## config.mk

```make
export PLATFORM = sky130hd
export DESIGN_NAME = dacw_ctrl
export DESIGN_NICKNAME = d
export VERILOG_FILES = /design/src/rtl/dacw_pkg.sv /design/src/rtl/dacw_req_capture.sv /design/src/rtl/dacw_bit_timer.sv /design/src/rtl/dacw_seq.sv /design/src/rtl/dacw_pin_reg.sv /design/src/rtl/dacw_ctrl.sv
export SDC_FILE = /design/constraint.sdc
export NUM_CORES = 1
export LEC_CHECK = 0
export ABC_AREA = 1
export BUFFER_PORTS_ARGS = -buffer_cell sky130_fd_sc_hd__clkbuf_2
export CAP_MARGIN = 20
export CORE_MARGIN = 3
export CORE_UTILIZATION = 30
export CTS_CLUSTER_SIZE = 10
export DETAILED_ROUTE_END_ITERATION = 8
export HOLD_SLACK_MARGIN = 0.1
export PLACE_DENSITY = 0.52
export SKIP_LAST_GASP = 1
export SLEW_MARGIN = 10
export SYNTH_ARGS = -nofsm -noshare
export SYNTH_HDL_FRONTEND = slang
export SYNTH_SLANG_ARGS = --single-unit
```

## constraint.sdc

```tcl
create_clock -name clk -period 2.5 [get_ports clk]
set_clock_uncertainty 0.05 [all_clocks]
set_input_delay 0.25 -clock clk [delete_from_list [all_inputs] [get_ports clk]]
set_output_delay 0.25 -clock clk [all_outputs]
set_load 0.05 [all_outputs]
```

## src/rtl/dacw_pkg.sv

```systemverilog
package dacw_pkg;

  localparam int CHAN_W  = 2;
  localparam int CODE_W  = 12;
  localparam int PAD_W   = 2;
  localparam int FRAME_W = CHAN_W + PAD_W + CODE_W;

  typedef enum logic [2:0] {
    ST_IDLE,
    ST_CLR,
    ST_CLR_REC,
    ST_SETUP,
    ST_SHIFT,
    ST_LOAD,
    ST_LOAD_REC,
    ST_FIN
  } seq_state_t;

  function automatic logic [FRAME_W-1:0] pack_frame(
    input logic [CHAN_W-1:0] chan,
    input logic [CODE_W-1:0] code
  );
    return {chan, {PAD_W{1'b0}}, code};
  endfunction

endpackage

```

## src/rtl/dacw_req_capture.sv

```systemverilog
module dacw_req_capture
  import dacw_pkg::*;
(
  input  logic                clk,
  input  logic                rst,
  input  logic                fire,
  input  logic [CHAN_W-1:0]   in_chan,
  input  logic [CODE_W-1:0]   in_code,
  input  logic                in_mid,
  output logic [FRAME_W-1:0]  frame,
  output logic                clrsel
);

  always_ff @(posedge clk) begin
    if (rst) begin
      frame  <= '0;
      clrsel <= 1'b1;
    end else if (fire) begin
      frame  <= pack_frame(in_chan, in_code);
      clrsel <= in_mid;
    end
  end

endmodule

```

## src/rtl/dacw_bit_timer.sv

```systemverilog
module dacw_bit_timer #(
  parameter int CLK_DIV = 32,
  parameter int NBITS   = 16
) (
  input  logic                     clk,
  input  logic                     rst,
  input  logic                     run,
  output logic                     sclk_low,
  output logic [$clog2(NBITS)-1:0] bit_idx,
  output logic                     last_tick
);

  localparam int PW   = $clog2(CLK_DIV);
  localparam int BW   = $clog2(NBITS);
  localparam int HALF = CLK_DIV / 2;

  logic [PW-1:0] phase;

  always_ff @(posedge clk) begin
    if (rst || !run) begin
      phase   <= '0;
      bit_idx <= '0;
    end else if (phase == PW'(CLK_DIV - 1)) begin
      phase   <= '0;
      bit_idx <= bit_idx + 1'b1;
    end else begin
      phase <= phase + 1'b1;
    end
  end

  assign sclk_low  = (phase < PW'(HALF));
  assign last_tick = run && (bit_idx == BW'(NBITS - 1)) &&
                     (phase == PW'(CLK_DIV - 1));

endmodule

```

## src/rtl/dacw_seq.sv

```systemverilog
module dacw_seq
  import dacw_pkg::*;
#(
  parameter int CLR_W    = 16,
  parameter int LD_W     = 16,
  parameter int CS_SETUP = 16,
  parameter int HALF     = 16
) (
  input  logic       clk,
  input  logic       rst,
  input  logic       fire,
  input  logic       want_clear,
  input  logic       shift_last,
  output seq_state_t state
);

  localparam int M1   = (CLR_W > LD_W) ? CLR_W : LD_W;
  localparam int M2   = (CS_SETUP > HALF) ? CS_SETUP : HALF;
  localparam int MAXD = (M1 > M2) ? M1 : M2;
  localparam int CW   = $clog2(MAXD + 1);

  logic [CW-1:0] tmr;
  wire           tmr_end = (tmr == '0);

  always_ff @(posedge clk) begin
    if (rst) begin
      state <= ST_IDLE;
      tmr   <= '0;
    end else begin
      case (state)
        ST_IDLE: begin
          if (fire) begin
            if (want_clear) begin
              state <= ST_CLR;
              tmr   <= CW'(CLR_W - 1);
            end else begin
              state <= ST_SETUP;
              tmr   <= CW'(CS_SETUP - 1);
            end
          end
        end
        ST_CLR: begin
          if (tmr_end) begin
            state <= ST_CLR_REC;
            tmr   <= CW'(HALF - 1);
          end else begin
            tmr <= tmr - 1'b1;
          end
        end
        ST_CLR_REC: begin
          if (tmr_end) begin
            state <= ST_SETUP;
            tmr   <= CW'(CS_SETUP - 1);
          end else begin
            tmr <= tmr - 1'b1;
          end
        end
        ST_SETUP: begin
          if (tmr_end) state <= ST_SHIFT;
          else         tmr   <= tmr - 1'b1;
        end
        ST_SHIFT: begin
          if (shift_last) begin
            state <= ST_LOAD;
            tmr   <= CW'(LD_W - 1);
          end
        end
        ST_LOAD: begin
          if (tmr_end) begin
            state <= ST_LOAD_REC;
            tmr   <= CW'(HALF - 1);
          end else begin
            tmr <= tmr - 1'b1;
          end
        end
        ST_LOAD_REC: begin
          if (tmr_end) state <= ST_FIN;
          else         tmr   <= tmr - 1'b1;
        end
        default: state <= ST_IDLE;
      endcase
    end
  end

endmodule

```

## src/rtl/dacw_pin_reg.sv

```systemverilog
module dacw_pin_reg
  import dacw_pkg::*;
(
  input  logic       clk,
  input  logic       rst,
  input  seq_state_t state,
  input  logic       sclk_low,
  input  logic       sdi_bit,
  output logic       cs_n,
  output logic       ld_n,
  output logic       clr_n,
  output logic       sclk,
  output logic       sdi,
  output logic       done
);

  logic cs_n_d, ld_n_d, clr_n_d, sclk_d, sdi_d, done_d;

  always_comb begin
    cs_n_d  = !(state == ST_SETUP || state == ST_SHIFT ||
                state == ST_LOAD  || state == ST_LOAD_REC);
    ld_n_d  = (state != ST_LOAD);
    clr_n_d = (state != ST_CLR);
    sclk_d  = !((state == ST_SHIFT) && sclk_low);
    sdi_d   = (state == ST_SETUP || state == ST_SHIFT) ? sdi_bit : 1'b0;
    done_d  = (state == ST_FIN);
  end

  always_ff @(posedge clk) begin
    if (rst) begin
      cs_n  <= 1'b1;
      ld_n  <= 1'b1;
      clr_n <= 1'b1;
      sclk  <= 1'b1;
      sdi   <= 1'b0;
      done  <= 1'b0;
    end else begin
      cs_n  <= cs_n_d;
      ld_n  <= ld_n_d;
      clr_n <= clr_n_d;
      sclk  <= sclk_d;
      sdi   <= sdi_d;
      done  <= done_d;
    end
  end

endmodule

```

## src/rtl/dacw_ctrl.sv

```systemverilog
module dacw_ctrl
  import dacw_pkg::*;
#(
  parameter int CLK_DIV  = 32,
  parameter int CLR_W    = 16,
  parameter int LD_W     = 16,
  parameter int CS_SETUP = 16
) (
  input  logic              clk,
  input  logic              rst,
  input  logic              req_valid,
  input  logic [CHAN_W-1:0] req_chan,
  input  logic [CODE_W-1:0] req_code,
  input  logic              req_clear,
  input  logic              req_clr_mid,
  output logic              busy,
  output logic              done,
  output logic              dac_sclk,
  output logic              dac_sdi,
  output logic              dac_cs_n,
  output logic              dac_ld_n,
  output logic              dac_clr_n,
  output logic              dac_clrsel
);

  localparam int HALF = CLK_DIV / 2;
  localparam int BW   = $clog2(FRAME_W);

  seq_state_t         state;
  logic               fire;
  logic [FRAME_W-1:0] frame;
  logic               sclk_low;
  logic [BW-1:0]      bit_idx;
  logic               last_tick;
  logic               sdi_bit;

  assign busy    = (state != ST_IDLE);
  assign fire    = req_valid && !busy;
  assign sdi_bit = frame[BW'(FRAME_W - 1) - bit_idx];

  dacw_req_capture u_cap (
    .clk     (clk),
    .rst     (rst),
    .fire    (fire),
    .in_chan (req_chan),
    .in_code (req_code),
    .in_mid  (req_clr_mid),
    .frame   (frame),
    .clrsel  (dac_clrsel)
  );

  dacw_bit_timer #(
    .CLK_DIV (CLK_DIV),
    .NBITS   (FRAME_W)
  ) u_tmr (
    .clk       (clk),
    .rst       (rst),
    .run       (state == ST_SHIFT),
    .sclk_low  (sclk_low),
    .bit_idx   (bit_idx),
    .last_tick (last_tick)
  );

  dacw_seq #(
    .CLR_W    (CLR_W),
    .LD_W     (LD_W),
    .CS_SETUP (CS_SETUP),
    .HALF     (HALF)
  ) u_seq (
    .clk        (clk),
    .rst        (rst),
    .fire       (fire),
    .want_clear (req_clear),
    .shift_last (last_tick),
    .state      (state)
  );

  dacw_pin_reg u_pins (
    .clk      (clk),
    .rst      (rst),
    .state    (state),
    .sclk_low (sclk_low),
    .sdi_bit  (sdi_bit),
    .cs_n     (dac_cs_n),
    .ld_n     (dac_ld_n),
    .clr_n    (dac_clr_n),
    .sclk     (dac_sclk),
    .sdi      (dac_sdi),
    .done     (done)
  );

endmodule

```

* After elaboration in Yosys (flattened, before gate mapping)
Cells that the tools add are included.
** Storage, ports and cells
- Register bits after elaboration :: 38
- Bits of input ports :: 19
- Output and inout bits :: 8
** Cells by class
- Add/sub/neg operators :: 4
- Magnitude comparators :: 2
- Equality and inequality tests :: 19
- Multiplexer cells :: 16
- Bitwise logic cells :: 1
- Reductions and logical operators :: 22
** Operator list (count)
- two-way mux 3 bit :: 7
- case mux 3 bit (7 select lines) :: 1
- two-way mux 5 bit :: 4
- case mux 5 bit (4 select lines) :: 1
- == test 3 bit (second input constant) :: 4
- != test 2 bit (second input constant) :: 6
- AND reduction 7 bit :: 1
- == test 3 x 2 -> 1 bit (second input constant) :: 2
- OR reduction 2 bit :: 3
- adder 5 x 1 -> 5 bit (second input constant) :: 1
- == test 5 bit (second input constant) :: 1
- zero test 5 bit :: 1
- less-than comparator 4 x 5 -> 1 bit (second input constant) :: 1
- less-than comparator 5 bit (second input constant) :: 1
- subtractor 5 x 1 -> 5 bit (second input constant) :: 1
- adder 4 x 1 -> 4 bit (second input constant) :: 1
- binary-select mux 1 bit (select 4 bit) :: 1
- == test 4 bit (second input constant) :: 1
- logical AND 1 bit :: 4
- zero test 1 bit :: 4
- logical OR 1 bit :: 4
- != test 2 x 1 -> 1 bit (second input constant) :: 2
- AND reduction 4 bit :: 1
- nonzero test 4 bit :: 1
- 10 further kinds :: 10

* Depth between registers and ports, before layout
Gate-level depths: netlist (run 1).
- Depth in word-level cells :: 5
- Gate-level depth with buffers :: 13

* By module
A second synthesis (run 1) with hierarchy kept.
** Second synthesis, totals
- Cells, all modules :: 305
- Area total of the unflattened synthesis :: 2014.4 µm²
** Modules (own cells, without submodules)
- dacw_req_capture :: times used 1, cells an instance 97, area an instance 650.6 µm², seq. area each 300.3 µm²
- dacw_seq :: times used 1, cells an instance 76, area an instance 491.7 µm², seq. area each 160.2 µm²
- dacw_bit_timer :: times used 1, cells an instance 52, area an instance 404.1 µm², seq. area each 180.2 µm²
- dacw_ctrl :: times used 1, cells an instance 56, area an instance 264.0 µm², seq. area each 0.0 µm²
- dacw_pin_reg :: times used 1, cells an instance 24, area an instance 203.9 µm², seq. area each 120.1 µm²

* Worst setup path after synthesis (run 1)
OpenSTA, ideal clock, no wires.
- Path type :: register to register
- From :: register u_tmr.phase[0]
- To :: register u_seq.state[2]
- Library setup time :: 0.128 ns
- Arrival :: 1.445 ns
- Required time :: 2.322 ns
- Setup slack :: 0.878 ns
- Cell stages (with the launch flop) :: 12
- Path buffers :: 0
- Clock period less this slack :: 1.622 ns
- Path through :: dfxtp_1 > ha_1 > nand2_1 > nor2_1 > ha_1 > nand2_1 > nor2_1 > nor2_1 > nor2_4 > nand2_4 > o21ai_1 > nor2_1
** Between the ends
- Longest elaborated chain between the ends :: 4
** Ends and longest elaborated chain
- start, declared :: RTL line dacw_bit_timer.sv:17 : logic [PW-1:0] phase;
- start signal, assigned :: RTL line dacw_bit_timer.sv:27 : phase <= phase + 1'b1;
- == test 5 bit :: RTL line dacw_bit_timer.sv:33 : (phase == PW'(CLK_DIV - 1));
- logical AND 1 bit :: RTL line dacw_bit_timer.sv:32 : assign last_tick = run && (bit_idx == BW'(NBITS - 1)) &&
- != test 2 bit (no line)
- AND reduction 7 bit (no line)
- end signal, assigned :: RTL line dacw_seq.sv:27 : state <= ST_IDLE;
- end signal, assigned :: RTL line dacw_seq.sv:34 : state <= ST_CLR;
- end signal, assigned :: RTL line dacw_seq.sv:37 : state <= ST_SETUP;
- end, declared :: RTL line dacw_seq.sv:14 : output seq_state_t state
Every way passes these cells.
A chain may end at the register's enable or synchronous reset.

* Final worst setup path (run 1)
- From :: register u_tmr.phase[0]
- To :: register u_seq.tmr[2]
** Between the ends
- Longest elaborated chain between the ends :: 4
** Ends and longest elaborated chain
- == test 5 bit :: RTL line dacw_bit_timer.sv:33
- logical AND 1 bit :: RTL line dacw_bit_timer.sv:32
- != test 2 bit (no line)
- AND reduction 4 bit (no line)
- end signal, assigned :: RTL line dacw_seq.sv:35 : tmr <= CW'(CLR_W - 1);
- end signal, assigned :: RTL line dacw_seq.sv:38 : tmr <= CW'(CS_SETUP - 1);
- end signal, assigned :: RTL line dacw_seq.sv:45 : tmr <= CW'(HALF - 1);
- end, declared :: RTL line dacw_seq.sv:22 : logic [CW-1:0] tmr;
Every way passes these cells.

==> results of run 1 <==
sequential cells by signal (all words and copies together), names as in the netlist:
name and flops:
u_cap.frame 14, u_pins.ld_n 1, u_pins.cs_n 1, u_cap.clrsel 1, u_pins.clr_n 1, u_seq.tmr 5
u_pins.sdi 1, u_seq.state 3, u_pins.sclk 1, u_tmr.phase 5, u_pins.done 1, u_tmr.bit_idx 4
cell families (layout without fill, tap and decap cells):
logic type,after synthesis,in the layout,synth area share
compound gates,40,40,0.1138
xor+xnor,2,2,0.009487
fa+ha+maj,5,5,0.03388
buf+inv,41,64,0.09823
flops,38,38,0.4119
simple gates,131,131,0.3327
metrics by stage:
step / hold WS [ns] / worst slack (ns) / utilization / total power [mW]
2_1_floorplan: 0.3541 / 0.8777 / - / 1.600
3_3_place_gp: 0.3839 / 0.6059 / 0.3486 / 1.752
3_5_place_dp: 0.3883 / 0.6089 / 0.3486 / 1.748
4_1_cts: 0.1600 / 0.5867 / 0.3619 / 2.154
5_1_grt: 0.1542 / 0.3687 / 0.3619 / 2.331
6_report: 0.1656 / 0.6086 / 0.3619 / 2.122
layer usage:
layer | part of all wire | wire, um
met1 | 0.49 | 1954
met2 | 0.46 | 1831
met3 | 0.045 | 179
met4 | 0.0063 | 25
met5 | 0 | 0
critical path, stage by stage, from the launching register on:
cell	delay, ns
dfxtp_1	0.35
ha_1	0.17
nand2_1	0.07
nor2_1	0.10
ha_1	0.27
nand2_1	0.13
inv_1	0.10
nand2_1	0.05
nand2_1	0.07
nand2_2	0.07
nor2_4	0.18
nand2_1	0.07
a21oi_1	0.13
layout by cell type (no fill, tap or decap):
master    Yosys  layout
o31ai_1       1       1
inv_2         4       4
nor3_1        1       1
nand3_2       1       1
clkbuf_8      0       5
clkbuf_1      4       2
or2_4         1       1
a21oi_1      22      22
o21ai_0      10      10
nand2_1      56      56
o211ai_1      1       1
dfxtp_1      38      38
nand3_1      29      29
or2_2         1       1
nor3b_2       1       1
nand2_4       2       2
nand4_1       2       2
xor2_1        2       2
nor4_1        1       1
inv_1        27      27
ha_1          5       5
clkbuf_2      0      26
a21oi_2       1       1
o21ai_1       4       4
a31oi_1       1       1
nand2_2       4       4
nor2_1       28      28
nor2_4        4       4
report_power, final:
| part | internal (mW) | switching [mW] |
|---|---|---|
| clock network | 0.192 | 0.199 |
| logic | 0.289 | 0.608 |
| registers | 0.738 | 0.0968 |
| total | 1.22 | 0.903 |
final timing paths:
check | from | to | slack [ns] | cells past startpoint
hold / removal | req_code[3] | u_cap.frame[3] | 0.17 | 3
setup reg to reg | u_tmr.phase[0] | u_seq.tmr[2] | 0.61 | 12
hold reg to reg | u_tmr.phase[0] | u_tmr.phase[0] | 0.40 | 1
setup / recovery | u_tmr.phase[0] | u_seq.tmr[2] | 0.61 | 12
Yosys cell counts, types with 3 or more instances:
library cell	number	area (um2)
o21ai_0	10	50.05
nand3_1	29	145.1
buf_4	3	22.52
dfxtp_1	38	760.7
nand2_1	56	210.2
a21oi_1	22	110.1
nor2_4	4	45.04
o21ai_1	4	20.02
nand2_2	4	25.02
ha_1	5	62.56
clkbuf_1	4	15.01
inv_1	27	101.4
nor2_1	28	105.1
inv_2	4	15.01
final cells by class:
type	instances	area (um2)	share of cell area
multi-input cells	178	904.6	0.4353
flip-flops and latches	38	760.7	0.3660
repair buffers	26	130.1	0.06261
inverters	31	116.4	0.05599
well taps	72	90.09	0.04335
clock buffers	7	76.32	0.03672
==> reports/metrics.cfg, run 1 <==
[layout]
final_nets = 304
antenna_cells = 0
stdcell_count = 352
drive_above_1_share = 0.1786
postLayoutCellArea_mm2 = 0.002078
fillers = 628
synthToLayoutAreaGrowth_pct = 12.53

[pwr]
leakage_nw = 0.9259
ir_drop_mv = 0.4346
p_per_area_mw_per_mm2 = 1021

[logic_synthesis]
synthDistinctLibCells = 29
syn-instance-count = 257
synth_edf_count = 0
synth_area_mm2 = 0.001847
yosys_warnings = 0
ys.flop_type = dfxtp_1
ys_seq_area_frac = 0.4119
synth_nets = 281
synthArstFlopShare = 0
synth-seq-cells = 38
avgSynthCellArea_um2 = 7.186

[clock_tree]
path_clk_slew_ns = 0.07
cts_inserted_buffers = 5
htreeDepth = 2
cts_sinks = 38
clock_path_buffers = 2
postCtsHoldBufs = 0
insertion_delay_ns = 0.28
post_cts_buffers = 0
ctsResizeCount = 0
root_buffer = clkbuf_8
cts_tree = done

[min_path]
hold_path_class = in2reg

[setup_path]
crit_required_ns = 2.66
crit_type = reg2reg
crit_fanout = 6
end_kind = register
crit_path_start_kind = register
crit_arrival_ns = 2.05

[die]
rows = 27
dieArea_mm2 = 0.007133
fp.dieH_um = 84.46
floorplan.initialDensity = 0.3216
core_area_mm2 = 0.005743
ios = 27
dieWidth_um = 84.46

[timing]
worst_pin_slew_ns = 0.5881
rsz0062_at_grt = no
period_minus_slack_ns = 1.891
fin_crit_sh = 0.7566
setup-violations-final = 0
fin_tns_setup_ns = 0
max_slew_margin = 0.6070
max_freq_ghz = 0.5287
hold_viol_final = 0
slew_viol_final = 0

[global_routing]
grt_busiest_layer = met2
antenna_found_initial = 0
grt_max_degree = 21
overflow = 0
met1_usage = 0.1521
grt_pass1_wl_um = 7086
met2_usage = 0.1980
track_usage = 0.1200
use_met3 = 0.03533
first_global_vias = 1600

[detailed_routing]
drc_errors = 0
drt_iter0_drc = 73
wirelength_um = 3990
wl_per_cell_um = 11.34
drt-pass1-iter-count = 4
vias = 1626
drtAntennaViolNets = 0
viasPerCell = 4.619

[placement]
place_inst = 345
dpl_cell_area_mm2 = 0.002002
place_hpwl_um = 2963
gp_congestion = 0.8502
numPortBuffers = 26

[outcome]
status = finished, final reports clean

[run]
drv_cap = 0

(Power assumes the default switching activity.)
==> inputs of run 2 (changes only) <==
clock period = 1.9 ns   (was 2.5 ns; I/O delays follow)
==> reports/metrics.cfg, run 2 (synthesized netlist as in run 1, its figures left out) <==
[placement]
place_hpwl_um = 2990
dp_slack_ns = 0.09401
numPortBuffers = 26
gp_congestion = 0.8454

[detailed_routing]
drt-pass1-iter-count = 4
wl_per_cell_um = 11.21
vias = 1680
drt_iter0_drc = 46
wirelength_um = 4114
viasPerCell = 4.578
drc_errors = 0
drtAntennaViolNets = 0

[setup_path]
end_kind = register
crit_path_start_kind = register
crit_type = reg2reg
crit_fanout = 5
crit_required_ns = 2.02
crit_arrival_ns = 1.82
crit_start = u_tmr.phase[0]
reg2reg_from = u_tmr.phase[0]

[layout]
top_regs = u_cap.frame (14), u_seq.tmr (5), u_tmr.phase (5)
top_register = u_cap.frame
antenna_cells = 0
drive_above_1_share = 0.2136
synthToLayoutAreaGrowth_pct = 21.54
final_cell_mix = nand2_1, dfxtp_1, nand3_1, inv_1, nor2_1
largest_reg_flops = 14
fillers = 621
final_nets = 318
final_common_cell = nand2_1

[clock_tree]
cts_sinks = 38
path_clk_slew_ns = 0.08
clock_path_buffers = 2
htreeDepth = 2
root_buffer = clkbuf_8
cts_inserted_buffers = 5
cts_tree = done
insertion_delay_ns = 0.29

[die]
ios = 27
dieWidth_um = 84.46
floorplan.initialDensity = 0.3216
dieArea_mm2 = 0.007133
rows = 27
core_area_mm2 = 0.005743
fp.dieH_um = 84.46

[global_routing]
grt_pass1_wl_um = 7182
first_global_vias = 1598
met2_usage = 0.2016
overflow = 0
grt_max_degree = 21
grt_busiest_layer = met2
track_usage = 0.1241
antenna_found_initial = 0
use_met3 = 0.02846
met1_usage = 0.1596

[timing]
postLayoutSetupSlackWorst_ns = 0.2000
fin_crit_sh = 0.8948
slew_viol_final = 0
period_minus_slack_ns = 1.700
fin_tns_setup_ns = 0
hold_viol_final = 0
max_freq_ghz = 0.5882
worst_pin_slew_ns = 0.4527
max_slew_margin = 0.6979
rsz0062_at_grt = no
setup-violations-final = 0

[pwr]
p_seq_frac = 0.357
combPwrFrac = 0.418
ir_drop_mv = 0.5690
swShare = 0.4102
p_sw_mw = 1.241
internal_power_mw = 1.784
clkPwrFrac = 0.225
leakage_nw = 1.008
p_per_area_mw_per_mm2 = 1347

[run]
drv_cap = 0

[min_path]
min_from = req_code[11]
hold_path_class = in2reg

[outcome]
status = finished, final reports clean

-- run 2: cell types whose count changed in the layout (fill, tap and decap cells not counted), moves of 2 or more --
cell	previous run	this run
clkbuf_1	2	0
clkinv_2	0	2
buf_4	0	6
dlygate4sd3_1	0	8
-- run 2: per-stage QoR --
stage / cell area, um2 / instances / hold WS [ns] / power (mW) / utilization
finish: 2245 / 367 / 0.1109 / 3.024 / 0.3909
global placement: 2039 / 350 / 0.3787 / 2.352 / 0.3551
floorplan: 1847 / 257 / 0.2941 / 2.106 / -
detailed placement: 2039 / 350 / 0.3903 / 2.353 / 0.3551
CTS: 2228 / 366 / 0.1051 / 3.064 / 0.3880
global route: 2245 / 367 / 0.1330 / 3.283 / 0.3909
-- run 2: metal layers --
| metal | vias up | share of wire |
|---|---|---|
| met5 | - | 0 |
| met4 | 0 | 0.012 |
| met3 | 5 | 0.041 |
| met2 | 30 | 0.46 |
| met1 | 746 | 0.49 |
| li1 | 899 | - |
-- run 2: cell type report --
class	instances	area [um2]	area share
clock buffer	5	68.82	0.03066
clock inverter	3	40.04	0.01784
inverter	31	116.4	0.05184
multi-input combinational	178	912.1	0.4064
sequential	38	762.0	0.3395
tap	72	90.09	0.04013
timing repair buffer	40	255.2	0.1137
-- run 2: worst paths after layout --
path                      to  slack, ns  cells after the start
max           u_seq.state[2]       0.20                     11
min reg2reg   u_tmr.phase[0]       0.37                      1
max reg2reg   u_seq.state[2]       0.20                     11
min          u_cap.frame[11]       0.11                      3
-- run 2: what timing repair did --
| action | 4_1_cts | 5_1_grt |
|---|---|---|
| endpoints found under the hold margin | 8 | 0 |
| buffers inserted | 0 | 1 |
| gates resized for setup | 0 | 4 |
| hold buffers | 8 | 0 |
| setup endpoints to repair | 0 | 8 |
-- run 2: power by group through the flow --
stage	Clock [mW]	Sequential [mW]	Combinational, mW
floorplan	0	1.16	0.946
global placement	0	1.09	1.26
detailed placement	0	1.09	1.26
CTS	0.709	1.08	1.28
global route	0.751	1.10	1.43
finish	0.681	1.08	1.26
-- run 2: critical path: stages (launching register included) --
cell	delay, ns
dfxtp_2	0.34
ha_1	0.16
nand2_1	0.08
nor2_2	0.10
ha_2	0.21
nand2_2	0.07
nor2_1	0.09
nor2_1	0.07
nor2_4	0.17
nand2_4	0.07
o21ai_1	0.12
nor2_1	0.05
==> inputs of run 3 (changes only) <==
ABC_AREA = not set   (was 1)
PLACE_DENSITY = 0.53   (was 0.52)
==> reports/metrics.cfg, run 3 <==
[outcome]
status = finished, final reports clean

[die]
fp.dieH_um = 80.79
rows = 26
floorplan.initialDensity = 0.3184
ios = 27
dieWidth_um = 80.79
core_area_mm2 = 0.005270
dieArea_mm2 = 0.006526

[setup_path]
crit_start = u_seq.tmr[0]
crit_path_start_kind = register
r2r_setup_slack_ns = 0.13
crit_arrival_ns = 1.90
r2r_end = u_seq.tmr[4]
reg2reg_depth = 6
crit_fanout = 5
end_kind = register
crit_required_ns = 2.02
crit_type = reg2reg
reg2reg_from = u_seq.tmr[0]

[pwr]
clkPwrFrac = 0.279
p_sw_mw = 0.8125
fin_total_pwr_mw = 2.479
combPwrFrac = 0.323
p_seq_frac = 0.398
internal_power_mw = 1.667
ir_drop_mv = 0.4696
leakage_nw = 0.9272
p_per_area_mw_per_mm2 = 1116
swShare = 0.3277

[logic_synthesis]
synthArstFlopShare = 0
synthAdderAreaFrac = 0.03729
yosys_warnings = 0
synth-seq-cells = 38
syn-instance-count = 195
yosys-mux-area-fraction = 0.07159
synthTopCellsByCount = dfxtp_1, nand2_1, a21oi_1
synth_area_mm2 = 0.001678
synthXorXnorAreaFrac = 0.02610
synth_simple_gate_area_share = 0.2521
synthTopCellsByArea = dfxtp_1, nand2_1, a21oi_1
ys.flop_type = dfxtp_1
ys_seq_area_frac = 0.4534
synth_compound_area_frac = 0.1216
avgSynthCellArea_um2 = 8.604
synth_top_family_by_area = simple AND/OR/NAND/NOR gates
synthDistinctLibCells = 37
synth_edf_count = 0
synth_nets = 219
synth_area_leader_cell = dfxtp_1
synth_top_area_frac = 0.4534

[min_path]
min_from = rst
min_to = u_pins.clr_n
hold_path_class = in2reg
min_path_cells = 3

[detailed_routing]
vias = 1467
wl_met1_um = 1753
wl_met3_um = 154
top_layer_used = met4
drc_errors = 0
dr_wl_met2_um = 1583
drt_iter0_drc = 76
wirelength_um = 3552
drt-pass1-iter-count = 4
viasPerCell = 4.672
wl_per_cell_um = 11.31
drtAntennaViolNets = 0

[layout]
fillers = 550
antenna_cells = 0
final_nets = 268
largest_reg_flops = 14
synthToLayoutAreaGrowth_pct = 32.44
top_register = u_cap.frame
final_common_cell = nand2_1
top_regs = u_cap.frame (14), u_seq.tmr (5), u_tmr.phase (5)
final_cell_mix = nand2_1, dfxtp_1, clkbuf_2, a21oi_1, nor2_1
drive_above_1_share = 0.2459

[placement]
gp_congestion = 0.7770
numPortBuffers = 26
place_hpwl_um = 2475

[global_routing]
first_global_vias = 1465
antenna_found_initial = 0
grt_pass1_wl_um = 6292
overflow = 0
grt_max_degree = 28
track_usage = 0.1233

[clock_tree]
cts_sinks = 38
clock_path_buffers = 2
root_buffer = clkbuf_8
cts_tree = done
path_clk_slew_ns = 0.07
cts_inserted_buffers = 5
insertion_delay_ns = 0.28
htreeDepth = 2
post_cts_buffers = 0

[timing]
fin_tns_setup_ns = 0
period_minus_slack_ns = 1.774
slew_viol_final = 0
max_freq_ghz = 0.5636
setup-violations-final = 0
fin_crit_sh = 0.9339
rsz0062_at_grt = no
worst_pin_slew_ns = 0.3721
max_slew_margin = 0.7485
whs_ns = 0.1463
hold_viol_final = 0

[run]
drv_cap = 0

==> run 3: repair_timing <==
item,CTS,global route
setup endpoints to repair,0,3
hold buffers,15,0
gates resized for setup,0,4
endpoints found under the hold margin,15,0
==> run 3: worst max path at each step <==
stage                    to  slack, ns  depth (start not counted)
2_1_floorplan  u_seq.tmr[4]       0.07                          8
3_3_place_gp   u_seq.tmr[4]       0.07                          6
3_5_place_dp   u_seq.tmr[4]       0.02                          6
4_1_cts        u_seq.tmr[4]       0.02                          6
5_1_grt        u_seq.tmr[4]       0.02                          6
6_report       u_seq.tmr[4]       0.13                          6
==> run 3: metrics by stage <==
| stage | instances | area, um2 | worst slack [ns] | util |
|---|---|---|---|---|
| after floorplan | 195 | 1679 | 0.06649 | - |
| after global placement | 292 | 1944 | 0.06722 | 0.3689 |
| after detailed placement | 292 | 1944 | 0.02189 | 0.3689 |
| after CTS | 314 | 2207 | 0.01978 | 0.4188 |
| after global routing | 314 | 2222 | 0.01927 | 0.4217 |
| final | 314 | 2222 | 0.1256 | 0.4217 |
==> run 3: kinds of logic (layout without fill, tap and decap cells) <==
group / after synthesis / after routing
and+or+nand+nor: 90 / 90
xor gates and xnor gates: 5 / 5
adders and majority gates: 5 / 5
AOI/OAI and AO/OA: 34 / 34
muxes: 7 / 7
DFF: 38 / 38
buffers and inverters: 16 / 65
==> run 3: cell type report <==
class	count	area (um2)	share of cell area
multi-input cells	141	867.1	0.3902
flip-flops and latches	38	762.0	0.3429
repair buffers	54	377.9	0.1700
well taps	70	87.58	0.03941
clock buffers	6	82.58	0.03716
clock inverters	1	30.03	0.01351
inverters	4	15.01	0.006757
==> run 3: metal layers <==
layer / global-route usage / vias up
met5: 0 / -
met4: 0.05068 / 0
met3: 0.02993 / 6
met2: 0.2003 / 35
met1: 0.1568 / 661
li1: - / 765
==> run 3: power by group through the flow <==
stage | combinational, mW | clock, mW | sequential (mW)
global route | 0.905 | 0.749 | 1.00
CTS | 0.790 | 0.713 | 0.987
detailed placement | 0.763 | 0 | 1.01
global placement | 0.760 | 0 | 1.01
floorplan | 0.526 | 0 | 1.03
finish | 0.800 | 0.692 | 0.987
==> run 3: critical path, cell delays in order (launching register included) <==
cell,delay [ns]
dfxtp_1,0.31
inv_1,0.11
ha_1,0.17
or4b_4,0.50
nor2_1,0.15
nor3_1,0.07
a221o_1,0.31
